[src/rtl/nvm_pb_pkg.sv]
package nvm_pb_pkg;

   typedef enum logic [2:0] {
      ST_READ  = 3'd0,
      ST_WRITE = 3'd1,
      ST_PEND  = 3'd2,
      ST_STBY  = 3'd3,
      ST_PDOWN = 3'd4,
      ST_RECOV = 3'd5
   } pb_state_e;

   typedef enum logic [1:0] {
      WK_FLASH = 2'd0,
      WK_PAGE  = 2'd1,
      WK_CHIP  = 2'd2,
      WK_SECT  = 2'd3
   } wr_kind_e;

   localparam int unsigned LANE_W = 8;

endpackage

[src/rtl/nvm_pb_lpreq.sv]
// Folds the three core low-power requests into "any request" and
// "request needs power-down".
module nvm_pb_lpreq (
   input  logic wfi_req,
   input  logic halt_req,
   input  logic stop_req,
   input  logic wfi_deep_sel,
   output logic lp_any,
   output logic lp_deep
);
   always_comb begin
      lp_any  = wfi_req | halt_req | stop_req;
      lp_deep = halt_req | stop_req | (wfi_req & wfi_deep_sel);
   end
endmodule

[src/rtl/nvm_pb_timer.sv]
// Ready-window countdown. It is preloaded for the power-up window at
// reset and reloaded for the wake window when power-down is left.
module nvm_pb_timer #(
   parameter int unsigned PUP_CYC = 40,
   parameter int unsigned PDW_CYC = 12,
   localparam int unsigned MAXC   = (PUP_CYC > PDW_CYC) ? PUP_CYC : PDW_CYC,
   localparam int unsigned CW     = $clog2(MAXC + 1)
) (
   input  logic clk,
   input  logic rst_n,
   input  logic load_pd,
   input  logic run,
   output logic expired
);
   logic [CW-1:0] cnt_q;

   always_ff @(posedge clk or negedge rst_n) begin
      if (!rst_n) begin
         cnt_q <= CW'(PUP_CYC);
      end else if (load_pd) begin
         cnt_q <= CW'(PDW_CYC);
      end else if (run && (cnt_q != '0)) begin
         cnt_q <= cnt_q - 1'b1;
      end
   end

   assign expired = (cnt_q == '0);
endmodule

[src/rtl/nvm_pb_fsm.sv]
module nvm_pb_fsm
   import nvm_pb_pkg::*;
(
   input  logic      clk,
   input  logic      rst_n,
   input  logic      lp_any,
   input  logic      lp_deep,
   input  logic      wr_start,
   input  logic [1:0] wr_kind,
   input  logic      ee_wmode_sel,
   input  logic      wr_done,
   input  logic      erase_susp,
   input  logic      wake,
   input  logic      tmr_expired,
   output pb_state_e state,
   output logic      wr_busy,
   output logic      tmr_load_pd
);
   pb_state_e state_q, state_d;
   logic      deep_q, deep_d;
   logic      busy_q, busy_d;
   logic      wr_end;
   logic      busy_set;

   assign wr_end   = wr_done | erase_susp;
   assign busy_set = (wr_kind == WK_PAGE) | ((wr_kind == WK_CHIP) & ee_wmode_sel);

   always_comb begin
      state_d     = state_q;
      deep_d      = deep_q;
      busy_d      = busy_q;
      tmr_load_pd = 1'b0;
      unique case (state_q)
         ST_READ: begin
            if (lp_any) begin
               // low power wins over a write start in the same cycle
               state_d = lp_deep ? ST_PDOWN : ST_STBY;
            end else if (wr_start) begin
               state_d = ST_WRITE;
               busy_d  = busy_set;
            end
         end
         ST_WRITE: begin
            if (wr_end) begin
               busy_d  = 1'b0;
               state_d = lp_any ? (lp_deep ? ST_PDOWN : ST_STBY) : ST_READ;
            end else if (lp_any) begin
               state_d = ST_PEND;
               deep_d  = lp_deep;
            end
         end
         ST_PEND: begin
            deep_d = deep_q | lp_deep;
            if (wr_end) begin
               busy_d  = 1'b0;
               state_d = (deep_q | lp_deep) ? ST_PDOWN : ST_STBY;
            end
         end
         ST_STBY: begin
            if (wake) state_d = ST_READ;
         end
         ST_PDOWN: begin
            if (wake) begin
               state_d     = ST_RECOV;
               tmr_load_pd = 1'b1;
            end
         end
         ST_RECOV: begin
            if (tmr_expired) state_d = ST_READ;
         end
         default: state_d = ST_RECOV;
      endcase
   end

   always_ff @(posedge clk or negedge rst_n) begin
      if (!rst_n) begin
         state_q <= ST_RECOV;
         deep_q  <= 1'b0;
         busy_q  <= 1'b0;
      end else begin
         state_q <= state_d;
         deep_q  <= deep_d;
         busy_q  <= busy_d;
      end
   end

   assign state   = state_q;
   assign wr_busy = busy_q;
endmodule

[src/rtl/nvm_pb_gate.sv]
// Blocks core access to the array: reads are forced to all-ones per
// byte lane while access is blocked; the write strobe passes only in
// READ with no busy condition.
module nvm_pb_gate
   import nvm_pb_pkg::*;
#(
   parameter int unsigned DATA_W = 8,
   localparam int unsigned LANES = DATA_W / LANE_W
) (
   input  pb_state_e          state,
   input  logic               busy,
   input  logic [DATA_W-1:0]  arr_rdata,
   input  logic               cpu_wr_req,
   output logic [DATA_W-1:0]  rd_data,
   output logic               arr_wr_en
);
   logic rd_block;

   assign rd_block  = busy | (state == ST_PDOWN) | (state == ST_RECOV);
   assign arr_wr_en = cpu_wr_req & (state == ST_READ) & ~busy;

   for (genvar l = 0; l < LANES; l++) begin : g_lane
      assign rd_data[l*LANE_W +: LANE_W] =
         rd_block ? {LANE_W{1'b1}} : arr_rdata[l*LANE_W +: LANE_W];
   end
endmodule

[src/rtl/nvm_pwr_busy_ctrl.sv]
module nvm_pwr_busy_ctrl
   import nvm_pb_pkg::*;
#(
   parameter int unsigned DATA_W        = 8,
   parameter int unsigned PUP_READY_CYC = 40,
   parameter int unsigned PD_WAKE_CYC   = 12
) (
   input  logic              clk,
   input  logic              rst_n,
   input  logic              wfi_req,
   input  logic              halt_req,
   input  logic              stop_req,
   input  logic              wfi_deep_sel,
   input  logic              wr_start,
   input  logic [1:0]        wr_kind,
   input  logic              ee_wmode_sel,
   input  logic              wr_done,
   input  logic              erase_susp,
   input  logic              wake,
   input  logic [DATA_W-1:0] arr_rdata,
   input  logic              cpu_wr_req,
   output logic [DATA_W-1:0] rd_data,
   output logic              arr_wr_en,
   output logic [2:0]        pwr_state,
   output logic              busy
);
   if ((DATA_W < LANE_W) || ((DATA_W % LANE_W) != 0)) begin : g_bad_width
      $error("DATA_W must be a nonzero multiple of 8");
   end
   if (PUP_READY_CYC < 1) begin : g_bad_pup
      $error("PUP_READY_CYC must be at least 1");
   end
   if (PD_WAKE_CYC < 1) begin : g_bad_pdw
      $error("PD_WAKE_CYC must be at least 1");
   end

   logic      lp_any, lp_deep;
   logic      tmr_expired, tmr_load_pd;
   logic      wr_busy;
   pb_state_e st;

   nvm_pb_lpreq u_lpreq (
      .wfi_req      (wfi_req),
      .halt_req     (halt_req),
      .stop_req     (stop_req),
      .wfi_deep_sel (wfi_deep_sel),
      .lp_any       (lp_any),
      .lp_deep      (lp_deep)
   );

   nvm_pb_timer #(
      .PUP_CYC (PUP_READY_CYC),
      .PDW_CYC (PD_WAKE_CYC)
   ) u_timer (
      .clk     (clk),
      .rst_n   (rst_n),
      .load_pd (tmr_load_pd),
      .run     (st == ST_RECOV),
      .expired (tmr_expired)
   );

   nvm_pb_fsm u_fsm (
      .clk          (clk),
      .rst_n        (rst_n),
      .lp_any       (lp_any),
      .lp_deep      (lp_deep),
      .wr_start     (wr_start),
      .wr_kind      (wr_kind),
      .ee_wmode_sel (ee_wmode_sel),
      .wr_done      (wr_done),
      .erase_susp   (erase_susp),
      .wake         (wake),
      .tmr_expired  (tmr_expired),
      .state        (st),
      .wr_busy      (wr_busy),
      .tmr_load_pd  (tmr_load_pd)
   );

   assign busy      = wr_busy | (st == ST_PDOWN) | (st == ST_RECOV);
   assign pwr_state = st;

   nvm_pb_gate #(.DATA_W(DATA_W)) u_gate (
      .state      (st),
      .busy       (busy),
      .arr_rdata  (arr_rdata),
      .cpu_wr_req (cpu_wr_req),
      .rd_data    (rd_data),
      .arr_wr_en  (arr_wr_en)
   );
endmodule

[config.mk]
export PLATFORM = sky130hd
export DESIGN_NAME = nvm_pwr_busy_ctrl
export DESIGN_NICKNAME = d
export VERILOG_FILES = /design/src/rtl/nvm_pb_pkg.sv /design/src/rtl/nvm_pb_lpreq.sv /design/src/rtl/nvm_pb_timer.sv /design/src/rtl/nvm_pb_fsm.sv /design/src/rtl/nvm_pb_gate.sv /design/src/rtl/nvm_pwr_busy_ctrl.sv
export SDC_FILE = /design/constraint.sdc
export NUM_CORES = 1
export LEC_CHECK = 0
export BUFFER_PORTS_ARGS = -buffer_cell sky130_fd_sc_hd__buf_4
export CORE_MARGIN = 4
export CORE_UTILIZATION = 35
export DETAILED_ROUTE_END_ITERATION = 6
export PLACE_DENSITY = 0.61
export SYNTH_ARGS = -nofsm -noshare
export SYNTH_HDL_FRONTEND = slang
export SYNTH_SLANG_ARGS = --single-unit
[constraint.sdc]
create_clock -name clk -period 3.15 [get_ports clk]
set_clock_uncertainty 0.2 [all_clocks]
set_input_delay 0.315 -clock clk [delete_from_list [all_inputs] [get_ports clk]]
set_output_delay 0.315 -clock clk [all_outputs]
set_load 0.01 [all_outputs]
== Yosys cells after proc, flatten, opt, wreduce, memory -nomap -nowiden ==
Cells that the tools add are included.
Cells by class
  $add $sub $neg: 1
  equality and inequality tests: 18
  mux-type cells: 24
  bitwise gates (word level): 16
  reduce and logical (&&, ||, !) cells: 11
Operators by type and width (number)
  3-bit two-way mux: 11
  3-bit case mux with 6 select lines: 1
  6-bit two-way mux: 2
  2-bit inequality test, second input constant: 6
  1-bit bitwise OR: 11
  8-bit two-way mux: 1
  1-bit two-way mux: 7
  3-bit by 2-bit == test with 1-bit output, second input constant: 2
  3-bit == test, second input constant: 2
  6-bit logical NOT: 1
  2-bit by 1-bit inequality test with 1-bit output, second input constant: 3
  6-bit AND reduction: 1
  2-bit nonzero test: 3
  6-bit nonzero test: 1
  6-bit by 1-bit subtractor with 6-bit output, second input constant: 1
  1-bit AND: 4
  1-bit case mux with 2 select lines: 2
  4-bit AND reduction: 1
  3-bit by 1-bit == test with 1-bit output, second input constant: 1
  3-bit logical NOT: 1
  3-bit by 1-bit inequality test with 1-bit output, second input constant: 1
  3-bit by 2-bit inequality test with 1-bit output, second input constant: 1
  3-bit AND reduction: 1
  2-bit by 1-bit == test with 1-bit output, second input constant: 1
  other kinds (4): 4
Word-level totals
  flip-flop bits (word level): 11
  input port bits: 22
  output and inout port bits: 13
  word-level logic and storage cells: 74

== Depth between registers and ports, before layout ==
Gate-level depths: netlist of run 1.
  depth in word-level cells: 6
  mapped depth: 6
  mapped depth without buffers: 6

== Cells and area by module ==
From an unflattened synthesis of run 1, not the netlist that was laid out.
Unflattened totals
  cells, all modules: 126
  area, all modules: 1063.5 µm²
Modules (own cells, without submodules)
  nvm_pb_fsm: times used 1, cells each 68, area each 535.5 µm²
  nvm_pb_timer: times used 1, cells each 40, area each 369.1 µm²
  nvm_pb_gate: times used 1, cells each 13, area each 125.1 µm²
  nvm_pwr_busy_ctrl: times used 1, cells each 3, area each 17.5 µm²
  nvm_pb_lpreq: times used 1, cells each 2, area each 16.3 µm²

== Least setup slack after synthesis of run 1 ==
OpenSTA, ideal clock, no wires.
  path type: flip-flop to flip-flop
  start: register u_timer.cnt_q[0]
  end: register u_fsm.state_q[1], in the netlist u_fsm.state[1]
  setup time: 0.128 ns
  arrival time: 1.902 ns
  required time: 2.822 ns
  setup slack: 0.920 ns
  stages on the path, launching flop included: 7
  cell sequence: dfrtp_1 inv_1 ha_1 or4b_4 o21a_4 nor4_4 mux2_1
Between the ends
  longest elaborated chain between the ends: 3
RTL lines
  from (decl): line nvm_pb_timer.sv:15  | logic [CW-1:0] cnt_q;
  from (signal assigned): line nvm_pb_timer.sv:19  | cnt_q <= CW'(PUP_CYC);
  from (signal assigned): line nvm_pb_timer.sv:21  | cnt_q <= CW'(PDW_CYC);
  from (signal assigned): line nvm_pb_timer.sv:23  | cnt_q <= cnt_q - 1'b1;
  6-bit logical NOT: line nvm_pb_timer.sv:27  | assign expired = (cnt_q == '0);
  2-bit inequality test (no line)
  6-bit AND reduction (no line)
  to (signal assigned): line nvm_pb_fsm.sv:81  | state_q <= state_d;
  to (decl): line nvm_pb_fsm.sv:19  | pb_state_e state_q, state_d;
No other way between the ends.
A chain may end at the register's enable or synchronous reset.

== Final worst setup path of run 1 ==
Ends and elaborated chain as after synthesis.

==> results of run 1 <==
-- worst max path at each step --
stage                                start             end
after global routing      u_timer.cnt_q[0]  u_fsm.state[1]
after floorplan           u_timer.cnt_q[0]  u_fsm.state[1]
after global placement    u_timer.cnt_q[0]  u_fsm.state[1]
after CTS                 u_timer.cnt_q[0]  u_fsm.state[1]
final                     u_timer.cnt_q[0]  u_fsm.state[1]
after detailed placement  u_timer.cnt_q[0]  u_fsm.state[1]
-- area by class of cell --
type | instances | area [sq um]
well taps | 28 | 35.0
flip-flops and latches | 11 | 280
inverters | 7 | 26.3
repair buffers | 35 | 265
fillers | 239 | 1120
multi-input cells | 77 | 543
clock buffers | 4 | 26.3
-- kinds of logic after synthesis --
family | synth area share
AND/OR/NAND/NOR | 0.323
AO/OA/AOI/OAI | 0.203
buffers and inverters | 0.0546
multiplexers | 0.0488
XOR/XNOR | 0.0201
adder cells (fa/ha/maj) | 0.0287
flip-flops | 0.322
-- what timing repair did --
| action | 4_1_cts | 5_1_grt |
|---|---|---|
| hold buffers | 1 | 0 |
| buffers inserted | 0 | 0 |
| hold endpoints to repair | 11 | 0 |
-- layer usage --
| metal | up-vias | GRT usage | wire, um |
|---|---|---|---|
| met5 | - | 0 | 0 |
| met2 | 14 | 0.268 | 1180 |
| li1 | 445 | - | - |
| met3 | 4 | 0.0423 | 85 |
| met1 | 420 | 0.160 | 939 |
| met4 | 0 | 0.0497 | 29 |
-- per-stage QoR --
stage	setup slack [ns]	hold slack, ns
2_1_floorplan	0.920	-0.181
3_3_place_gp	0.872	-0.0388
3_5_place_dp	0.788	-0.0370
4_1_cts	0.776	0.168
5_1_grt	0.693	0.194
6_report	0.807	0.169
-- worst max-delay path, cell delays in order, from the launching register on --
cell and delay, ns:
dfrtp_1 0.41, inv_1 0.09, ha_1 0.14, or4b_4 0.47
o21a_4 0.25, nor4_4 0.32, mux2_1 0.35
-- state kept, by name, indices dropped and copies added, names as in the netlist --
signal,count
u_fsm.deep_q,1
u_fsm.wr_busy,1
u_fsm.state,3
u_timer.cnt_q,6
-- report_power, final --
group	internal (mW)	leakage (nW)	switching, mW
combinational	0.280	0.392	0.261
clock	0.0491	0.0150	0.0510
sequential	0.209	0.127	0.110
-- layout by cell type, fill, tap and decap left out, types with 3 or more instances in the layout --
cell type and instances:
inv_1 5, and3_1 4, or3_1 8, nor2_1 8
nand3_1 5, nor3_1 3, dfrtp_1 7, a21oi_1 4
nand2_1 5, dfstp_2 4, buf_4 34, clkbuf_4 3
==> out/metrics.yaml, run 1 <==
worst_setup_path:
  rr_worst_depth: 6
  regToRegSetupSlack_ns: 0.81
  r2r-start: "u_timer.cnt_q[0]"
  cp.required_ns: 3.11
  critPathCaptureType: "flip-flop"
  path_class: "reg2reg"
  worstReg2RegEnd: "u_fsm.state[1]"
  cp.arrival_ns: 2.31
  cp_max_fo: 7
  start_kind: "flip-flop"
layout:
  design_area_sq_um: 1180
  layout-drive-gt1-share: 0.351
  n_antenna_cell: 0
  nets: 159
  fin_cells: 162
  fin_util: 0.512
  area.growth.synth_to_final_pct: 35.1
floorplan:
  fp.dieH_um: 57.9
  start_util: 0.379
  die_x_um: 57.9
  rows: 17
  placeableCoreArea_sq_um: 2300
  ios: 35
  dieArea_sq_um: 3350
timing:
  setup_violations: 0
  max_slew_margin: 0.583
  tns_ns: 0
  max_freq_ghz: 0.427
  period_share: 0.744
  min_period_ns: 2.34
  slew_viol_final: 0
  worstMarginPinSlew_ns: 0.620
  finalHoldViolCount: 0
  rsz0062_at_grt: "no"
clock_tree:
  cts_root_buf: "clkbuf_4"
  ctsResizeCount: 0
  cts_tree: "done"
  cts_sinks: 11
  clk_path_buf_depth: 2
  clock_latency_ns: 0.27
  cts_made_buffers: 3
  clk_pin_slew_worst_paths_ns: 0.08
  h-tree-depth: 1
min_path:
  hp-class: "in2reg"
  holdPathStages: 4
  holdPathEnd: "u_fsm.wr_busy"
  min_from: "wr_kind[1]"
pwr:
  total_power_uw: 959
  power.density_nw_per_um2: 816
  power_leakage_nw: 0.534
  peakVddDrop_mv: 0.543
run:
  maxCapViolations: 0
placed_design:
  numPlacedInstances: 157
  dp_hpwl_um: 1800
  gp_congestion: 0.793
  dpl-instance-area_sq_um: 1140
  port_buffers: 34
route:
  final_antenna_net_count: 0
  dr.first_iter.drc_count: 7
  via_per_inst: 5.45
  wire_per_inst_um: 13.8
  drc: 0
  routed-via-count: 883
  routed_wl_um: 2240
  first_pass_iters: 4
global_route:
  antenna_found_initial: 0
  grt_pass1_wl_um: 3860
  grt_usage: 0.146
  grt_max_degree: 16
  grt_overflow_total: 0
  grt_pass1_vias: 912
logic_synthesis:
  synth_cell_types: 46
  synth_area_per_cell_sq_um: 8.71
  netlist_instances: 100
  synth-edff-count: 0
  synthTopCellsByArea: "dfrtp_1 (20%), dfstp_2 (12%), or3_1 (5.7%), nor2_1 (3.4%), and3_1 (2.9%)"
  synth-seq-cells: 11
  syn-num-nets: 124
  ys.flop_type: "dfrtp_1"
  synth_top_area_cell: "dfrtp_1"
  synth_seq_area_share: 0.322
  yosys.area.top_type_share: 0.201
  yosysWarnings: 0
  synthTopCellsByCount: "nor2_1 (8), or3_1 (8), dfrtp_1 (7)"
  synth-async-reset-ratio: 1.00
  syn_area_sq_um: 871
outcome:
  status: "finished clean"
No activity file was read; power rests on OpenSTA's default activity.
==> run 2, diff against run 1 <==
PLACE_DENSITY = 0.63   (was 0.61)
clock period = 1.9 ns   (was 3.15 ns; I/O delays follow)
==> run 2 against run 1 <==
  * The flow now finishes with violations (setup timing)
  * Maximum frequency grew 9.1%
  * Setup slack got worse by 1.1 ns
  * Register-to-register slack got worse by 1.1 ns
  * Sequential cell count is the same
  * Hold slack got worse by 0.10 ns
  * Critical endpoint unchanged
  * Largest cell class unchanged
  * Largest power group unchanged
==> out/metrics.yaml, run 2 (synthesized netlist as in run 1, its figures left out) <==
outcome:
  status: "complete, but fails checks"
  violations: "setup timing"
timing:
  whs_ns: 0.0645
  worstMarginPinSlew_ns: 0.393
  finalHoldViolCount: 0
  rsz0062_at_grt: "yes"
  setup_violations: 9
  slew_viol_final: 0
  max_freq_ghz: 0.466
  max_slew_margin: 0.734
  min_period_ns: 2.15
  period_share: 1.13
  layout_setup_ws_ns: -0.248
  tns_ns: -1.20
placed_design:
  gp_congestion: 0.739
  dpl-instance-area_sq_um: 1280
  dp_hpwl_um: 2050
  port_buffers: 34
  pre_cts_slack_ns: -0.381
pwr:
  combPwrFrac: 0.715
  peakVddDrop_mv: 0.887
  sw_frac_of_total: 0.410
  power_leakage_nw: 0.701
  p_int_mw: 1.29
  p_sw_uw: 892
  p_seq_frac: 0.207
  power_frac_clock: 0.078
  power.density_nw_per_um2: 1480
clock_tree:
  cts_tree: "done"
  h-tree-depth: 1
  clk_path_buf_depth: 2
  cts_root_buf: "clkbuf_4"
  clk_pin_slew_worst_paths_ns: 0.08
  clock_latency_ns: 0.27
  cts_sinks: 11
  cts_made_buffers: 3
floorplan:
  start_util: 0.379
  fp.dieH_um: 57.9
  ios: 35
  placeableCoreArea_sq_um: 2300
  rows: 17
  die_x_um: 57.9
  dieArea_sq_um: 3350
worst_setup_path:
  path_cells: "inv_2, ha_1, or4b_4, o21a_4, nor4_4, mux2_1"
  crit_buf_inv: 1
  cpMaxStageDelayCell: "or4b_4"
  path_delay_family: "simple AND/OR/NAND/NOR gates"
  critPathCaptureType: "flip-flop"
  cp_max_fo: 3
  cp.required_ns: 1.86
  path_class: "reg2reg"
  regToRegSetupSlack_ns: -0.25
  slowest_delay_ns: 0.47
  cp.arrival_ns: 2.11
  start_kind: "flip-flop"
route:
  routed-via-count: 1008
  met1_length_um: 1120
  wl_met2_um: 1610
  final_antenna_net_count: 0
  wire_per_inst_um: 14.9
  routed_wl_um: 2860
  met3_length_um: 64
  via_per_inst: 5.28
  first_pass_iters: 4
  top_layer: "met4"
  drc: 0
  dr.first_iter.drc_count: 19
global_route:
  antenna_found_initial: 0
  grt_pass1_wl_um: 4860
  grt_pass1_vias: 1066
  grt_usage: 0.186
  grt_max_degree: 12
  grt_overflow_total: 0
layout:
  fin_util: 0.639
  design_area_sq_um: 1470
  final_cell_mix: "buf_4 (61), or3_1 (8), dfrtp_1 (7)"
  layout.cells.most_common: "buf_4"
  largest_reg_flops: 6
  nets: 188
  fillers: 206
  area.growth.synth_to_final_pct: 68.5
  n_antenna_cell: 0
  largest-register: "u_timer.cnt_q"
  layout-drive-gt1-share: 0.540
min_path:
  hp-class: "in2reg"
run:
  maxCapViolations: 0
-- run 2: cell count changes in the layout (fill, tap and decap cells not counted), sizes merged --
| cell | before | now |
|---|---|---|
| buf | 34 | 62 |
| nor2b | 1 | 2 |
-- run 2: tightest hold or removal path, cell delays in order --
cell and delay [ns]:
buf_4 0.08, o21ai_0 0.08, nand2_1 0.08, mux2i_1 0.06
-- run 2: cell type report --
type / instances / area [sq um] / share of cell area
Timing Repair Buffer: 63 / 479 / 0.327
Multi-Input combinational cell: 78 / 621 / 0.423
Sequential cell: 11 / 280 / 0.191
Clock buffer: 4 / 26.3 / 0.0179
Inverter: 7 / 26.3 / 0.0179
Tap cell: 28 / 35.0 / 0.0239
-- run 2: routing by layer --
metal | global-route usage | vias up
li1 | - | 501
met1 | 0.205 | 488
met2 | 0.355 | 13
met3 | 0.0468 | 6
met4 | 0.0397 | 0
met5 | 0 | -
-- run 2: path summary, 6_finish.rpt --
check                      cells past startpoint          endpoint             start
hold / removal                                 4     u_fsm.wr_busy        wr_kind[1]
setup reg to reg                               6    u_fsm.state[1]  u_timer.cnt_q[0]
setup / recovery                               6    u_fsm.state[1]  u_timer.cnt_q[0]
hold reg to reg                                2  u_timer.cnt_q[5]  u_timer.cnt_q[5]
min in group asynchronous                      2      u_fsm.deep_q             rst_n
max in group asynchronous                      2  u_timer.cnt_q[5]             rst_n
-- run 2: repair_timing --
action,in CTS,in global routing
resized for setup,11,8
setup buffers,9,3
hold buffers,1,0
setup endpoints to repair,18,19
gates cloned,0,1
hold endpoints to repair,11,0
pin swaps,5,3
-- run 2: per-stage QoR --
step	power (mW)	std cells
after global routing	2.36	191
final	2.18	191
after floorplan	1.11	100
after CTS	2.04	189
after global placement	1.64	176
after detailed placement	1.66	176
-- run 2: power by group through the flow --
| stage | sequential, mW | clock, mW | combinational (mW) |
|---|---|---|---|
| final | 0.451 | 0.170 | 1.56 |
| after global routing | 0.471 | 0.193 | 1.69 |
| after CTS | 0.442 | 0.175 | 1.42 |
| after detailed placement | 0.445 | 0 | 1.22 |
| after global placement | 0.439 | 0 | 1.20 |
| after floorplan | 0.429 | 0 | 0.678 |
